## src/rtl/isoc_sched_pkg.sv

```systemverilog
package isoc_sched_pkg;

    typedef enum logic [1:0] {
        ST_START = 2'd0,
        ST_ARB   = 2'd1,
        ST_BUSY  = 2'd2
    } sched_state_t;

endpackage

```

## src/rtl/isoc_cycle_timer.sv

```systemverilog
module isoc_cycle_timer #(
    parameter int CYCLE_TICKS = 6250,
    parameter int ISO_PCT     = 80,
    localparam int CW         = $clog2(CYCLE_TICKS + 1)
) (
    input  logic          clk,
    input  logic          rst,
    input  logic          restart,
    output logic [CW-1:0] tick,
    output logic          at_end,
    output logic          iso_open
);

    localparam int            ISO_LIMIT = (CYCLE_TICKS * ISO_PCT) / 100;
    localparam logic [CW-1:0] END_T     = CW'(CYCLE_TICKS - 1);
    localparam logic [CW-1:0] ISO_T     = CW'(ISO_LIMIT);

    // Elapsed clocks since the strobe; saturates at the last tick.
    always_ff @(posedge clk) begin
        if (rst || restart) begin
            tick <= '0;
        end else if (tick != END_T) begin
            tick <= tick + 1'b1;
        end
    end

    assign at_end   = (tick == END_T);
    assign iso_open = (tick < ISO_T);


    tick_range_chk: assert property (@(posedge clk) disable iff (rst)
        tick <= END_T);

endmodule

```

## src/rtl/isoc_prio_pick.sv

```systemverilog
module isoc_prio_pick #(
    parameter int N_NODES = 4
) (
    input  logic [N_NODES-1:0] req,
    output logic [N_NODES-1:0] hot,
    output logic               any
);

    // Lowest index (nearest the root) wins.
    for (genvar gi = 0; gi < N_NODES; gi++) begin : g_bit
        if (gi == 0) begin : g_first
            assign hot[gi] = req[gi];
        end else begin : g_rest
            assign hot[gi] = req[gi] & ~(|req[gi-1:0]);
        end
    end

    assign any = |req;

endmodule

```

## src/rtl/isoc_cycle_sched.sv

```systemverilog
module isoc_cycle_sched #(
    parameter int N_NODES     = 4,
    parameter int CYCLE_TICKS = 6250,
    parameter int ISO_PCT     = 80
) (
    input  logic               clk,
    input  logic               rst,
    input  logic [N_NODES-1:0] iso_req,
    input  logic [N_NODES-1:0] asy_req,
    input  logic [N_NODES-1:0] done,
    output logic [N_NODES-1:0] grant,
    output logic               grant_iso,
    output logic               cycle_start
);
    import isoc_sched_pkg::*;

    localparam int            CW        = $clog2(CYCLE_TICKS + 1);
    localparam int            ISO_LIMIT = (CYCLE_TICKS * ISO_PCT) / 100;
    localparam logic [CW-1:0] ISO_T     = CW'(ISO_LIMIT);

    sched_state_t       state, state_nx;
    logic [CW-1:0]      tick;
    logic               at_end, iso_open, restart;
    logic [N_NODES-1:0] iso_srv, asy_srv;
    logic [N_NODES-1:0] iso_pend, asy_pend, iso_hot, asy_hot, pick_vec;
    logic               iso_any, asy_any, iso_take, pick_any, done_hit;

    isoc_cycle_timer #(
        .CYCLE_TICKS(CYCLE_TICKS),
        .ISO_PCT    (ISO_PCT)
    ) u_timer (
        .clk     (clk),
        .rst     (rst),
        .restart (restart),
        .tick    (tick),
        .at_end  (at_end),
        .iso_open(iso_open)
    );

    assign iso_pend = iso_req & ~iso_srv;
    assign asy_pend = asy_req & ~asy_srv;

    isoc_prio_pick #(.N_NODES(N_NODES)) u_pick_iso (
        .req(iso_pend), .hot(iso_hot), .any(iso_any)
    );

    isoc_prio_pick #(.N_NODES(N_NODES)) u_pick_asy (
        .req(asy_pend), .hot(asy_hot), .any(asy_any)
    );

    assign iso_take = iso_any & iso_open;
    assign pick_vec = iso_take ? iso_hot : asy_hot;
    assign pick_any = iso_take | asy_any;
    assign done_hit = |(grant & done);

    // State register
    always_ff @(posedge clk) begin
        if (rst) begin
            state <= ST_START;
        end else begin
            state <= state_nx;
        end
    end

    // Next-state logic
    always_comb begin
        state_nx = state;
        unique case (state)
            ST_START: state_nx = ST_ARB;
            ST_ARB: begin
                if (at_end) begin
                    state_nx = ST_START;
                end else if (pick_any) begin
                    state_nx = ST_BUSY;
                end
            end
            ST_BUSY: begin
                if (done_hit) begin
                    state_nx = at_end ? ST_START : ST_ARB;
                end
            end
            default: state_nx = ST_START;
        endcase
    end

    assign restart     = (state_nx == ST_START);
    assign cycle_start = (state == ST_START);

    // Registered outputs and served flags
    always_ff @(posedge clk) begin
        if (rst) begin
            grant     <= '0;
            grant_iso <= 1'b0;
            iso_srv   <= '0;
            asy_srv   <= '0;
        end else begin
            unique case (state)
                ST_START: begin
                    grant     <= '0;
                    grant_iso <= 1'b0;
                    iso_srv   <= '0;
                    asy_srv   <= '0;
                end
                ST_ARB: begin
                    if (!at_end && pick_any) begin
                        grant     <= pick_vec;
                        grant_iso <= iso_take;
                        if (iso_take) begin
                            iso_srv <= iso_srv | pick_vec;
                        end else begin
                            asy_srv <= asy_srv | pick_vec;
                        end
                    end
                end
                ST_BUSY: begin
                    if (done_hit) begin
                        grant     <= '0;
                        grant_iso <= 1'b0;
                    end
                end
                default: begin
                    grant     <= '0;
                    grant_iso <= 1'b0;
                end
            endcase
        end
    end


    grant_onehot_chk: assert property (@(posedge clk) disable iff (rst)
        $onehot0(grant));


    start_quiet_chk: assert property (@(posedge clk) disable iff (rst)
        cycle_start |-> (grant == '0));


    strobe_single_chk: assert property (@(posedge clk) disable iff (rst)
        cycle_start |=> !cycle_start);


    iso_cutoff_chk: assert property (@(posedge clk) disable iff (rst)
        ($rose(|grant) && grant_iso) |-> ($past(tick) < ISO_T));


    iso_first_chk: assert property (@(posedge clk) disable iff (rst)
        ($rose(|grant) && !grant_iso) |-> $past(!(|iso_pend) || (tick >= ISO_T)));


    iso_once_chk: assert property (@(posedge clk) disable iff (rst)
        ($rose(|grant) && grant_iso) |-> (($past(iso_srv) & grant) == '0));


    kind_hold_chk: assert property (@(posedge clk) disable iff (rst)
        ((|grant) && ($past(grant) == grant)) |-> $stable(grant_iso));


    release_chk: assert property (@(posedge clk) disable iff (rst)
        (|(grant & done)) |=> (grant == '0));


    foreign_done_chk: assert property (@(posedge clk) disable iff (rst)
        ((|grant) && !(|(grant & done))) |=> (grant == $past(grant)));

endmodule

```

## config.mk

```make
export PLATFORM = sky130hd
export DESIGN_NAME = isoc_cycle_sched
export DESIGN_NICKNAME = d
export VERILOG_FILES = /design/src/rtl/isoc_sched_pkg.sv /design/src/rtl/isoc_cycle_timer.sv /design/src/rtl/isoc_prio_pick.sv /design/src/rtl/isoc_cycle_sched.sv
export SDC_FILE = /design/constraint.sdc
export NUM_CORES = 1
export LEC_CHECK = 0
export BUFFER_PORTS_ARGS = -buffer_cell sky130_fd_sc_hd__buf_4
export CAP_MARGIN = 20
export CORE_ASPECT_RATIO = 1.1
export CORE_MARGIN = 4
export CORE_UTILIZATION = 35
export CTS_CLUSTER_SIZE = 24
export DETAILED_ROUTE_END_ITERATION = 10
export PLACE_DENSITY_LB_ADDON = 0.05
export SKIP_LAST_GASP = 1
export SYNTH_ARGS = -nofsm -noshare
export SYNTH_HDL_FRONTEND = slang
export SYNTH_SLANG_ARGS = --single-unit
```

## constraint.sdc

```tcl
create_clock -name clk -period 2.54 [get_ports clk]
set_clock_uncertainty 0.1 [all_clocks]
set_input_delay 0.381 -clock clk [delete_from_list [all_inputs] [get_ports clk]]
set_output_delay 0.381 -clock clk [all_outputs]
set_load 0.01 [all_outputs]
```

======== Word-level counts from Yosys, hierarchy flattened ========
Cells that the tools add are included.
W data, S select, Z words.
storage, ports and cells
  bits in registers ....................... 28
  bits of input ports ..................... 14
  output and inout port bits .............. 6
operators by class
  $add $sub $neg .......................... 1
  order comparisons ....................... 1
  equal/unequal tests ..................... 8
  muxes and demuxes ....................... 18
  bitwise operators ....................... 21
  reductions and logical operators ........ 16
operator list
  operator                 number
  $mux W4                  7
  $pmux W4 S2              3
  $add A13 B1 Y13 const B  1
  $eq A13 B13 Y1 const B   1
  $lt A13 B13 Y1 const B   1
  $ne A13 B13 Y1 const B   1
  $and A4 B4 Y4            3
  $reduce_or A4 Y1         3
  $ne A2 B2 Y1 const B     4
  $not A4 Y4               2
  $or A4 B4 Y4             2
  $and A1 B1 Y1            7
  $mux W2                  3
  $not A1 Y1               6
  $pmux W2 S3              1
  $reduce_and A3 Y1        2
  $reduce_or A3 Y1         2
  $logic_not A2 Y1         2
  $reduce_or A2 Y1         2
  $mux W1                  3
  $eq A2 B1 Y1 const B     1
  $eq A2 B2 Y1 const B     1
  $pmux W1 S2              1
  $reduce_and A2 Y1        1
  5 further kinds          5

======== Depth between registers and ports, before layout ========
Gate-level depths: netlist of run 1.
  word-level depth ........................ 10
  gate-level depth with buffers ........... 9

======== Modules after synthesis ========
Synthesis of run 1 repeated with hierarchy kept, for this count alone.
unflattened totals
  cell total of the unflattened synthesis .. 188
  area, all modules ....................... 1624.1 µm²
modules (own cells, without submodules)
  module            instances  cells each  area an instance (µm²)  seq. area each (µm²)
  isoc_cycle_sched  1          100         857.1                   300.3
  isoc_cycle_timer  1          78          691.9                   260.2
  isoc_prio_pick    2          5           37.5                    0.0

======== Worst setup path before layout of run 1 ========
OpenSTA, ideal clock, no wires.
  path kind ............................... register to register
  start ................................... register u_timer.tick[1]
  end ..................................... register u_timer.tick[10]
  setup time .............................. 64 ps
  arrival ................................. 1808 ps
  path slack .............................. 568 ps
  stages on the path, launching flop included .. 10
  path buffers ............................ 2
  period minus slack after synthesis ...... 1972 ps
  cell sequence ........................... dfxtp_1 -> inv_1 -> ha_1 -> and4b_1 -> and3_1 -> buf_6 -> a21o_1 -> a221o_1 -> buf_6 -> nor2_1
between the ends
  cells in the longest elaborated chain, start to end .. 8
  elaborated cells on any way between the ends .. 13
  those cells by class .................... add/sub (1); order compare (1); eq/ne (2); mux (5); bitwise (2); reduce/logical (2)
RTL lines
  what                    line                    source
  start, declared         isoc_cycle_timer.sv:9   output logic [CW-1:0] tick,
  start signal, assigned  isoc_cycle_timer.sv:23  tick <= tick + 1'b1;
  $lt A13 B13 Y1          isoc_cycle_timer.sv:28  assign iso_open = (tick < ISO_T);
  $and A1 B1 Y1           isoc_cycle_sched.sv:51  assign iso_take = iso_any & iso_open;
  $or A1 B1 Y1            isoc_cycle_sched.sv:53  assign pick_any = iso_take | asy_any;
  $mux W2                 isoc_cycle_sched.sv:73  end else if (pick_any) begin
  $mux W2                 isoc_cycle_sched.sv:71  if (at_end) begin
  $pmux W2 S3             isoc_cycle_sched.sv:68  unique case (state)
  $logic_not A2 Y1        isoc_cycle_sched.sv:86  assign restart = (state_nx == ST_START);
  $logic_or A1 B1 Y1      isoc_cycle_timer.sv:20  if (rst || restart) begin
Several ways; a longest one is shown, not always the timed one.
A chain may end at the register's enable or synchronous reset.

======== Worst setup path after layout of run 1 ========
  start ................................... register u_timer.tick[1]
  end ..................................... register u_timer.tick[1]
Same word-level chain as after synthesis.

==> results of run 1 <==
-- layout by cell type (no fill, tap or decap), types with 6 or more instances in the layout --
cell       n
nor2_1    23
o21ai_0    6
xor2_1     8
buf_4     21
nor2b_1    6
a21oi_1    9
nand2b_1   6
nand3_1    6
dfxtp_1   28
nand2_1   12
-- critical path, delay by kind of cell (launching register included) --
| kind | cells | cell delay (ns) |
|---|---|---|
| simple gates | 2 | 0.45 |
| fa+ha+maj | 1 | 0.17 |
| compound gates | 3 | 0.94 |
| buf+inv | 1 | 0.07 |
| flops | 1 | 0.42 |
-- worst paths after layout --
check,cells past startpoint,start,endpoint,slack [ns]
worst max-delay path,7,u_timer.tick[1]$_SDFFE_PP0P_,u_timer.tick[1]$_SDFFE_PP0P_,0.33
worst min-delay path,2,rst,state[1]$_SDFF_PP0_,0.22
worst max register to register,7,u_timer.tick[1]$_SDFFE_PP0P_,u_timer.tick[1]$_SDFFE_PP0P_,0.33
worst min register to register,2,asy_srv[2]$_SDFFE_PP0P_,asy_srv[2]$_SDFFE_PP0P_,0.35
-- metrics by stage --
step / utilization / cell area (um^2)
global placement: 0.411 / 1630
global route: 0.422 / 1670
CTS: 0.422 / 1670
finish: 0.422 / 1670
detailed placement: 0.411 / 1630
floorplan: - / 1440
-- kinds of logic after synthesis --
group                      Yosys count  synth area share
adders and majority gates            2            0.0174
buffers and inverters                9            0.0338
DFF                                 28             0.389
and+or+nand+nor                     77             0.293
AOI/OAI and AO/OA                   41             0.200
xor gates and xnor gates            11            0.0668
-- routing by layer --
| layer | track usage | share of wire | wire [um] |
|---|---|---|---|
| met1 | 0.144 | 0.42 | 1340 |
| met2 | 0.251 | 0.53 | 1700 |
| met3 | 0.0211 | 0.030 | 95 |
| met4 | 0.0629 | 0.018 | 57 |
| met5 | 0 | 0 | 0 |
-- power by group through the flow --
| stage | clock network, mW | registers (mW) | logic, mW |
|---|---|---|---|
| floorplan | 0 | 0.482 | 0.102 |
| global placement | 0 | 0.492 | 0.144 |
| detailed placement | 0 | 0.493 | 0.145 |
| CTS | 0.251 | 0.482 | 0.145 |
| global route | 0.261 | 0.486 | 0.162 |
| finish | 0.235 | 0.482 | 0.143 |
-- flip-flops by register name, summed over array words and instances (netlist names) --
| register | flops |
|---|---|
| asy_srv | 4 |
| grant | 4 |
| grant_iso | 1 |
| iso_srv | 4 |
| state | 2 |
| u_timer.tick | 13 |
-- cell usage after synthesis (all sizes together), types with 3 or more instances --
library cell / instances
and3: 5
o21ai: 9
nor2: 24
inv: 4
nand3: 6
xor2: 8
nand2b: 6
nand4: 3
nand4b: 4
nand2: 12
nor2b: 6
clkbuf: 3
nor3: 3
a21oi: 9
dfxtp: 28
o2bb2ai: 4
xnor2: 3
-- area by class of cell --
cell class	count	area, um^2	share of cell area
well taps	52	65.1	0.0389
clock buffers	3	41.3	0.0247
flip-flops and latches	28	561	0.335
inverters	4	15.0	0.00898
repair buffers	21	158	0.0943
multi-input cells	131	832	0.498
==> impl_metrics.env, run 1 <==
export IMPL_die_w_um=69.2
export IMPL_ir_worst_vdd_mv=0.221
export IMPL_netlist_area_um2=1440
export IMPL_cts_root_buffer="clkbuf_8"
export IMPL_yosys_top_cells_area="dfxtp_1 39%, nor2_1 6.0%, xor2_1 4.9%, a21oi_1 3.1%, nand2_1 3.1%"
export IMPL_worstPathArrival_ns=2.30
export IMPL_gp_congestion=0.825
export IMPL_maxCapViolCount=0
export IMPL_drt_iter0_markers=46
export IMPL_criticalPathCategory="flip-flop to flip-flop"
export IMPL_core_area_um2=3960
export IMPL_syn_nets=184
export IMPL_cts_tree="yes"
export IMPL_synth_top_area_cell="dfxtp_1"
export IMPL_fp_row_count=24
export IMPL_cp_max_fo=13
export IMPL_ys_seq_area_frac=0.389
export IMPL_numClockSinks=28
export IMPL_postCtsSetupBuffers=0
export IMPL_min_period_ns=2.21
export IMPL_worstMarginPinSlew_ns=0.640
export IMPL_yosysTopAreaCellShare=0.389
export IMPL_p_int_mw=0.632
export IMPL_cts_path_max_buffers=2
export IMPL_start_util=0.364
export IMPL_vias_per_cell=5.20
export IMPL_firstDrtPassIters=4
export IMPL_drtAntennaViolNets=0
export IMPL_hpwl_um=2560
export IMPL_insertion_delay_ns=0.27
export IMPL_rsz0062_at_grt="no"
export IMPL_critPathLaunchType="flip-flop"
export IMPL_slew_headroom=0.574
export IMPL_first_global_vias=1256
export IMPL_synth_ff_type="dfxtp_1"
export IMPL_p_total_mw=0.860
export IMPL_p_switching_mw=0.228
export IMPL_timing_final_ws_setup_ns=0.330
export IMPL_ys_ff_latch=28
export IMPL_cts_buffers=3
export IMPL_outcome="complete, no violations"
export IMPL_ios=20
export IMPL_cts_max_level=1
export IMPL_fin_setup_tns_ns=0
export IMPL_antenna_cells=0
export IMPL_fmax_mhz=452
export IMPL_numPlacedInstances=236
export IMPL_finalMaxSlewViolations=0
export IMPL_crit_slowest_cell="a221o_1"
export IMPL_avgRoutedWirePerCell_um=13.3
export IMPL_routed_wl_um=3190
export IMPL_ctsHoldBuffers=0
export IMPL_hp_class="primary input to flip-flop"
export IMPL_power_switching_share=0.265
export IMPL_track_usage=0.131
export IMPL_synth_edff_count=0
export IMPL_whs_ns=0.224
export IMPL_nNetsFinal=205
export IMPL_n_fill_cell=415
export IMPL_period_share=0.870
export IMPL_vias=1243
export IMPL_grt_pass1_wl_um=5490
export IMPL_grt_max_degree=15
export IMPL_p_leak_nw=0.644
export IMPL_synth_cells=168
export IMPL_dieArea_um2=5210
export IMPL_power_share_sequential=0.561
export IMPL_setup_viol=0
export IMPL_synthArstFlopShare=0
export IMPL_yosysUniqueCellTypes=44
export IMPL_pwr_density_cell_nw_per_um2=514
export IMPL_crit_required_ns=2.63
export IMPL_comb_power_share=0.166
export IMPL_critPathMaxStageDelay_ns=0.49
export IMPL_cp_end_kind="flip-flop"
export IMPL_clkPwrFrac=0.273
export IMPL_area_growth_syn_to_layout_pct=16.0
export IMPL_synth_warnings=0
export IMPL_drive_gt1_frac=0.155
export IMPL_final_cells=239
export IMPL_postSynthAreaPerCell_um2=8.58
export IMPL_antenna_found_initial=0
export IMPL_die_h_um=75.3
export IMPL_hold_viol=0
export IMPL_io_buffers=19
export IMPL_path_cells="inv_1, ha_1, and4b_1, and3_1, a21o_1, a221o_1, a211oi_2"
export IMPL_drc=0
export IMPL_overflow=0
export IMPL_pre_cts_slack_ns=0.319
export IMPL_clk_pin_slew_ns=0.08
export IMPL_cts_resized=0
Power figures use the tool's default switching activity.
==> run 2: changes to the inputs <==
--- a/config.mk
+++ b/config.mk
@@ -12,7 +12,7 @@
 export CORE_UTILIZATION = 35
 export CTS_CLUSTER_SIZE = 24
 export DETAILED_ROUTE_END_ITERATION = 10
-export PLACE_DENSITY_LB_ADDON = 0.05
+export PLACE_DENSITY = 0.55
 export SKIP_LAST_GASP = 1
 export SYNTH_ARGS = -nofsm -noshare
 export SYNTH_HDL_FRONTEND = slang
==> constraint.sdc (replaced) <==
create_clock -name clk -period 2.5 [get_ports clk]
set_clock_uncertainty 0.1 [all_clocks]
set_input_delay 0.375 -clock clk [delete_from_list [all_inputs] [get_ports clk]]
set_output_delay 0.375 -clock clk [all_outputs]
set_load 0.01 [all_outputs]
==> impl_metrics.env, run 2 (same netlist as run 1, synthesis figures left out) <==
export IMPL_clk_pin_slew_ns=0.09
export IMPL_ir_worst_vdd_mv=0.243
export IMPL_multi_input_area_um2=832
export IMPL_critPathLaunchType="flip-flop"
export IMPL_met2_usage=0.245
export IMPL_vias_per_cell=5.32
export IMPL_placed_area_um2=1630
export IMPL_hold_viol=0
export IMPL_antenna_found_initial=0
export IMPL_mostFrequentLayoutCells="28 x dfxtp_1, 23 x nor2_1, 21 x buf_4"
export IMPL_cp_max_fo=13
export IMPL_final_common_cell="dfxtp_1"
export IMPL_drc=0
export IMPL_hp_class="primary input to flip-flop"
export IMPL_drt_iter0_markers=92
export IMPL_min_period_ns=2.23
export IMPL_finalMaxSlewViolations=0
export IMPL_pwr_density_cell_nw_per_um2=580
export IMPL_startpoint="u_timer.tick[1]$_SDFFE_PP0P_"
export IMPL_r2r_end="u_timer.tick[1]$_SDFFE_PP0P_"
export IMPL_avgRoutedWirePerCell_um=13.4
export IMPL_setup_viol=0
export IMPL_reg2reg_from="u_timer.tick[1]$_SDFFE_PP0P_"
export IMPL_start_util=0.364
export IMPL_cts_root_buffer="clkbuf_8"
export IMPL_period_share=0.892
export IMPL_top_register="u_timer.tick"
export IMPL_criticalPathCategory="flip-flop to flip-flop"
export IMPL_fin_util=0.429
export IMPL_routed_wl_um=3210
export IMPL_nNetsFinal=205
export IMPL_reg2reg_setup_slack_ns=0.27
export IMPL_setup_worst_path_end="u_timer.tick[1]$_SDFFE_PP0P_"
export IMPL_io_buffers=19
export IMPL_overflow=0
export IMPL_crit_required_ns=2.60
export IMPL_core_area_um2=3960
export IMPL_regArea_um2=561
export IMPL_cts_max_level=1
export IMPL_hpwl_um=2530
export IMPL_die_h_um=75.3
export IMPL_busiest_layer="met2"
export IMPL_cts_buffers=3
export IMPL_n_fill_cell=414
export IMPL_maxCapViolCount=0
export IMPL_slew_headroom=0.550
export IMPL_postCtsSetupBuffers=0
export IMPL_cts_tree="yes"
export IMPL_antenna_cells=0
export IMPL_p_total_mw=0.986
export IMPL_area_growth_syn_to_layout_pct=18.1
export IMPL_grt_use_met1=0.141
export IMPL_ios=20
export IMPL_drive_gt1_frac=0.160
export IMPL_worstMarginPinSlew_ns=0.674
export IMPL_cts_resized=0
export IMPL_rsz0062_at_grt="no"
export IMPL_final_cells=240
export IMPL_numClockSinks=28
export IMPL_insertion_delay_ns=0.27
export IMPL_fp_row_count=24
export IMPL_grt_pass1_wl_um=5500
export IMPL_worstPathArrival_ns=2.33
export IMPL_dieArea_um2=5210
export IMPL_p_leak_nw=0.658
export IMPL_cp_end_kind="flip-flop"
export IMPL_r2r_worst_path_cells=7
export IMPL_postLayoutCellArea_um2=1700
export IMPL_die_w_um=69.2
export IMPL_grt_max_degree=17
export IMPL_ctsHoldBuffers=0
export IMPL_fmax_mhz=448
export IMPL_fin_setup_tns_ns=0
export IMPL_track_usage=0.128
export IMPL_numPlacedInstances=236
export IMPL_gp_congestion=0.824
export IMPL_vias=1277
export IMPL_drtAntennaViolNets=0
export IMPL_largest_register_ffs=13
export IMPL_cts_path_max_buffers=2
export IMPL_use_met3=0.0277
export IMPL_firstDrtPassIters=4
export IMPL_first_global_vias=1227
export IMPL_outcome="complete, no violations"
## run 2: changes by cell type in the layout (fill, tap and decap cells not counted), sizes merged
cell	delta
bufinv	+1
## run 2: worst min-delay path by stage
stage	start	end	slack, ns	cells past startpoint
CTS	rst	state[0]$_SDFF_PP0_	0.20	2
global route	rst	state[1]$_SDFF_PP0_	0.21	2
finish	rst	state[0]$_SDFF_PP0_	0.21	2
detailed placement	asy_srv[2]$_SDFFE_PP0P_	asy_srv[2]$_SDFFE_PP0P_	0.34	2
global placement	asy_srv[2]$_SDFFE_PP0P_	asy_srv[2]$_SDFFE_PP0P_	0.34	2
floorplan	asy_srv[2]$_SDFFE_PP0P_	asy_srv[2]$_SDFFE_PP0P_	0.32	2
## run 2: through the flow
stage,setup slack (ns),hold WS (ns)
6_report,0.269,0.209
3_3_place_gp,0.356,0.337
3_5_place_dp,0.289,0.345
2_1_floorplan,0.528,0.316
4_1_cts,0.263,0.204
5_1_grt,0.0870,0.213
## run 2: cell type report
type / count / area share
multi-input cells: 131 / 0.489
flip-flops and latches: 28 / 0.329
repair buffers: 21 / 0.0926
well taps: 52 / 0.0382
clock buffers: 3 / 0.0243
clock inverters: 1 / 0.0176
inverters: 4 / 0.00882
## run 2: worst max-delay path, stage by stage, from the launching register on
cell and delay [ns]:
dfxtp_1 0.42, inv_1 0.07, ha_1 0.17, and4b_1 0.20
and3_1 0.25, a21o_1 0.20, a221o_1 0.50, a211oi_2 0.25
## run 2: metal layers
metal	up-vias	share of wire
li1	644	-
met1	602	0.43
met2	27	0.52
met3	4	0.046
met4	0	0.0084
met5	-	0
## run 2: report_power, final
group	switching, mW	leakage, nW	internal (mW)
clock	0.137	0.0357	0.214
sequential	0.0260	0.227	0.465
combinational	0.0750	0.395	0.0684
==> run 3: changes to the inputs <==
--- a/config.mk
+++ b/config.mk
@@ -5,6 +5,7 @@
 export SDC_FILE = /design/constraint.sdc
 export NUM_CORES = 1
 export LEC_CHECK = 0
+export ABC_CLOCK_PERIOD_IN_PS = 2600
 export BUFFER_PORTS_ARGS = -buffer_cell sky130_fd_sc_hd__buf_4
 export CAP_MARGIN = 20
 export CORE_ASPECT_RATIO = 1.1
==> constraint.sdc (replaced) <==
create_clock -name clk -period 2.6 [get_ports clk]
set_clock_uncertainty 0.1 [all_clocks]
set_input_delay 0.39 -clock clk [delete_from_list [all_inputs] [get_ports clk]]
set_output_delay 0.39 -clock clk [all_outputs]
set_load 0.01 [all_outputs]
==> impl_metrics.env, run 3 (same netlist as run 1, synthesis figures left out) <==
export IMPL_outcome="complete, no violations"
export IMPL_mostFrequentLayoutCells="28 x dfxtp_1, 23 x nor2_1, 19 x buf_4"
export IMPL_firstDrtPassIters=4
export IMPL_track_usage=0.136
export IMPL_start_util=0.364
export IMPL_p_total_mw=0.955
export IMPL_setup_viol=0
export IMPL_critPathMaxStageDelay_ns=0.49
export IMPL_reg2reg_setup_slack_ns=0.33
export IMPL_io_buffers=19
export IMPL_power_switching_share=0.247
export IMPL_min_period_ns=2.27
export IMPL_power_share_sequential=0.495
export IMPL_comb_power_share=0.144
export IMPL_fp_row_count=24
export IMPL_whs_ns=0.223
export IMPL_numClockSinks=28
export IMPL_insertion_delay_ns=0.28
export IMPL_vias_per_cell=5.23
export IMPL_rsz0062_at_grt="no"
export IMPL_hold_path_startpoint="rst"
export IMPL_die_h_um=75.3
export IMPL_cts_tree="yes"
export IMPL_critPathLaunchType="flip-flop"
export IMPL_placed_area_um2=1620
export IMPL_postCtsSetupBuffers=0
export IMPL_p_switching_mw=0.236
export IMPL_die_w_um=69.2
export IMPL_p_int_mw=0.719
export IMPL_r2r_worst_path_cells=7
export IMPL_overflow=0
export IMPL_nNetsFinal=203
export IMPL_core_area_um2=3960
export IMPL_cts_resized=0
export IMPL_reg2reg_from="u_timer.tick[1]$_SDFFE_PP0P_"
export IMPL_ios=20
export IMPL_finalMaxSlewViolations=0
export IMPL_worstPathArrival_ns=2.38
export IMPL_cts_path_max_buffers=2
export IMPL_numPlacedInstances=234
export IMPL_startpoint="u_timer.tick[1]$_SDFFE_PP0P_"
export IMPL_period_share=0.873
export IMPL_drive_gt1_frac=0.151
export IMPL_cp_max_fo=13
export IMPL_final_cells=238
export IMPL_fmax_mhz=441
export IMPL_pre_cts_slack_ns=0.352
export IMPL_routed_wl_um=3200
export IMPL_drc=0
export IMPL_gp_congestion=0.852
export IMPL_criticalPathCategory="flip-flop to flip-flop"
export IMPL_antenna_found_initial=0
export IMPL_maxCapViolCount=0
export IMPL_crit_slowest_cell="a221o_1"
export IMPL_avgRoutedWirePerCell_um=13.4
export IMPL_vias=1245
export IMPL_path_cells="inv_1, ha_1, and4b_1, and3_1, a21o_1, a221o_1, a211oi_2"
export IMPL_hold_viol=0
export IMPL_setup_worst_path_end="u_timer.tick[1]$_SDFFE_PP0P_"
export IMPL_clkPwrFrac=0.361
export IMPL_fin_setup_tns_ns=0
export IMPL_cp_end_kind="flip-flop"
export IMPL_pwr_density_cell_nw_per_um2=566
export IMPL_worstMarginPinSlew_ns=0.620
export IMPL_final_common_cell="dfxtp_1"
export IMPL_antenna_cells=0
export IMPL_cts_buffers=3
export IMPL_postLayoutCellArea_um2=1690
export IMPL_timing_final_ws_setup_ns=0.330
export IMPL_r2r_end="u_timer.tick[1]$_SDFFE_PP0P_"
export IMPL_slew_headroom=0.581
export IMPL_crit_required_ns=2.71
export IMPL_grt_max_degree=17
export IMPL_grt_pass1_wl_um=5660
export IMPL_ir_worst_vdd_mv=0.317
export IMPL_drt_iter0_markers=80
export IMPL_first_global_vias=1239
export IMPL_largest_register_ffs=13
export IMPL_ctsHoldBuffers=0
export IMPL_fin_util=0.426
export IMPL_top_register="u_timer.tick"
export IMPL_drtAntennaViolNets=0
export IMPL_area_growth_syn_to_layout_pct=17.0
export IMPL_dieArea_um2=5210
export IMPL_cts_root_buffer="clkbuf_8"
export IMPL_hpwl_um=2500
export IMPL_cts_max_level=1
export IMPL_clk_pin_slew_ns=0.10
export IMPL_hp_class="primary input to flip-flop"
export IMPL_p_leak_nw=0.647
run 3: area by class of cell:
class | count | area, um^2
clock buffers | 3 | 41.3
repair buffers | 19 | 143
well taps | 52 | 65.1
inverters | 4 | 15.0
clock inverters | 1 | 30.0
flip-flops and latches | 28 | 561
multi-input cells | 131 | 832
fillers | 418 | 2280
run 3: how the worst min path moves through the flow:
stage | endpoint | cells past startpoint
finish | state[1]$_SDFF_PP0_ | 2
global route | state[1]$_SDFF_PP0_ | 2
CTS | state[1]$_SDFF_PP0_ | 2
detailed placement | iso_srv[2]$_SDFFE_PP0P_ | 2
global placement | asy_srv[2]$_SDFFE_PP0P_ | 2
floorplan | asy_srv[2]$_SDFFE_PP0P_ | 2
run 3: layer usage:
layer,wire [um],track usage
met5,0,0
met4,80,0.0716
met3,110,0.0264
met2,1620,0.246
met1,1390,0.156
run 3: worst max-delay path: cells and delay by family (launching register included):
family	cells	cell delay (ns)
adder cells (fa/ha/maj)	1	0.18
AO/OA/AOI/OAI	3	0.95
AND/OR/NAND/NOR	2	0.45
flip-flops	1	0.43
buffers and inverters	1	0.08
run 3: power groups by stage:
stage	logic (mW)	registers (mW)	clock network (mW)
floorplan	0.0993	0.470	0
global placement	0.137	0.481	0
detailed placement	0.138	0.482	0
CTS	0.139	0.472	0.353
global route	0.157	0.476	0.376
finish	0.138	0.472	0.345
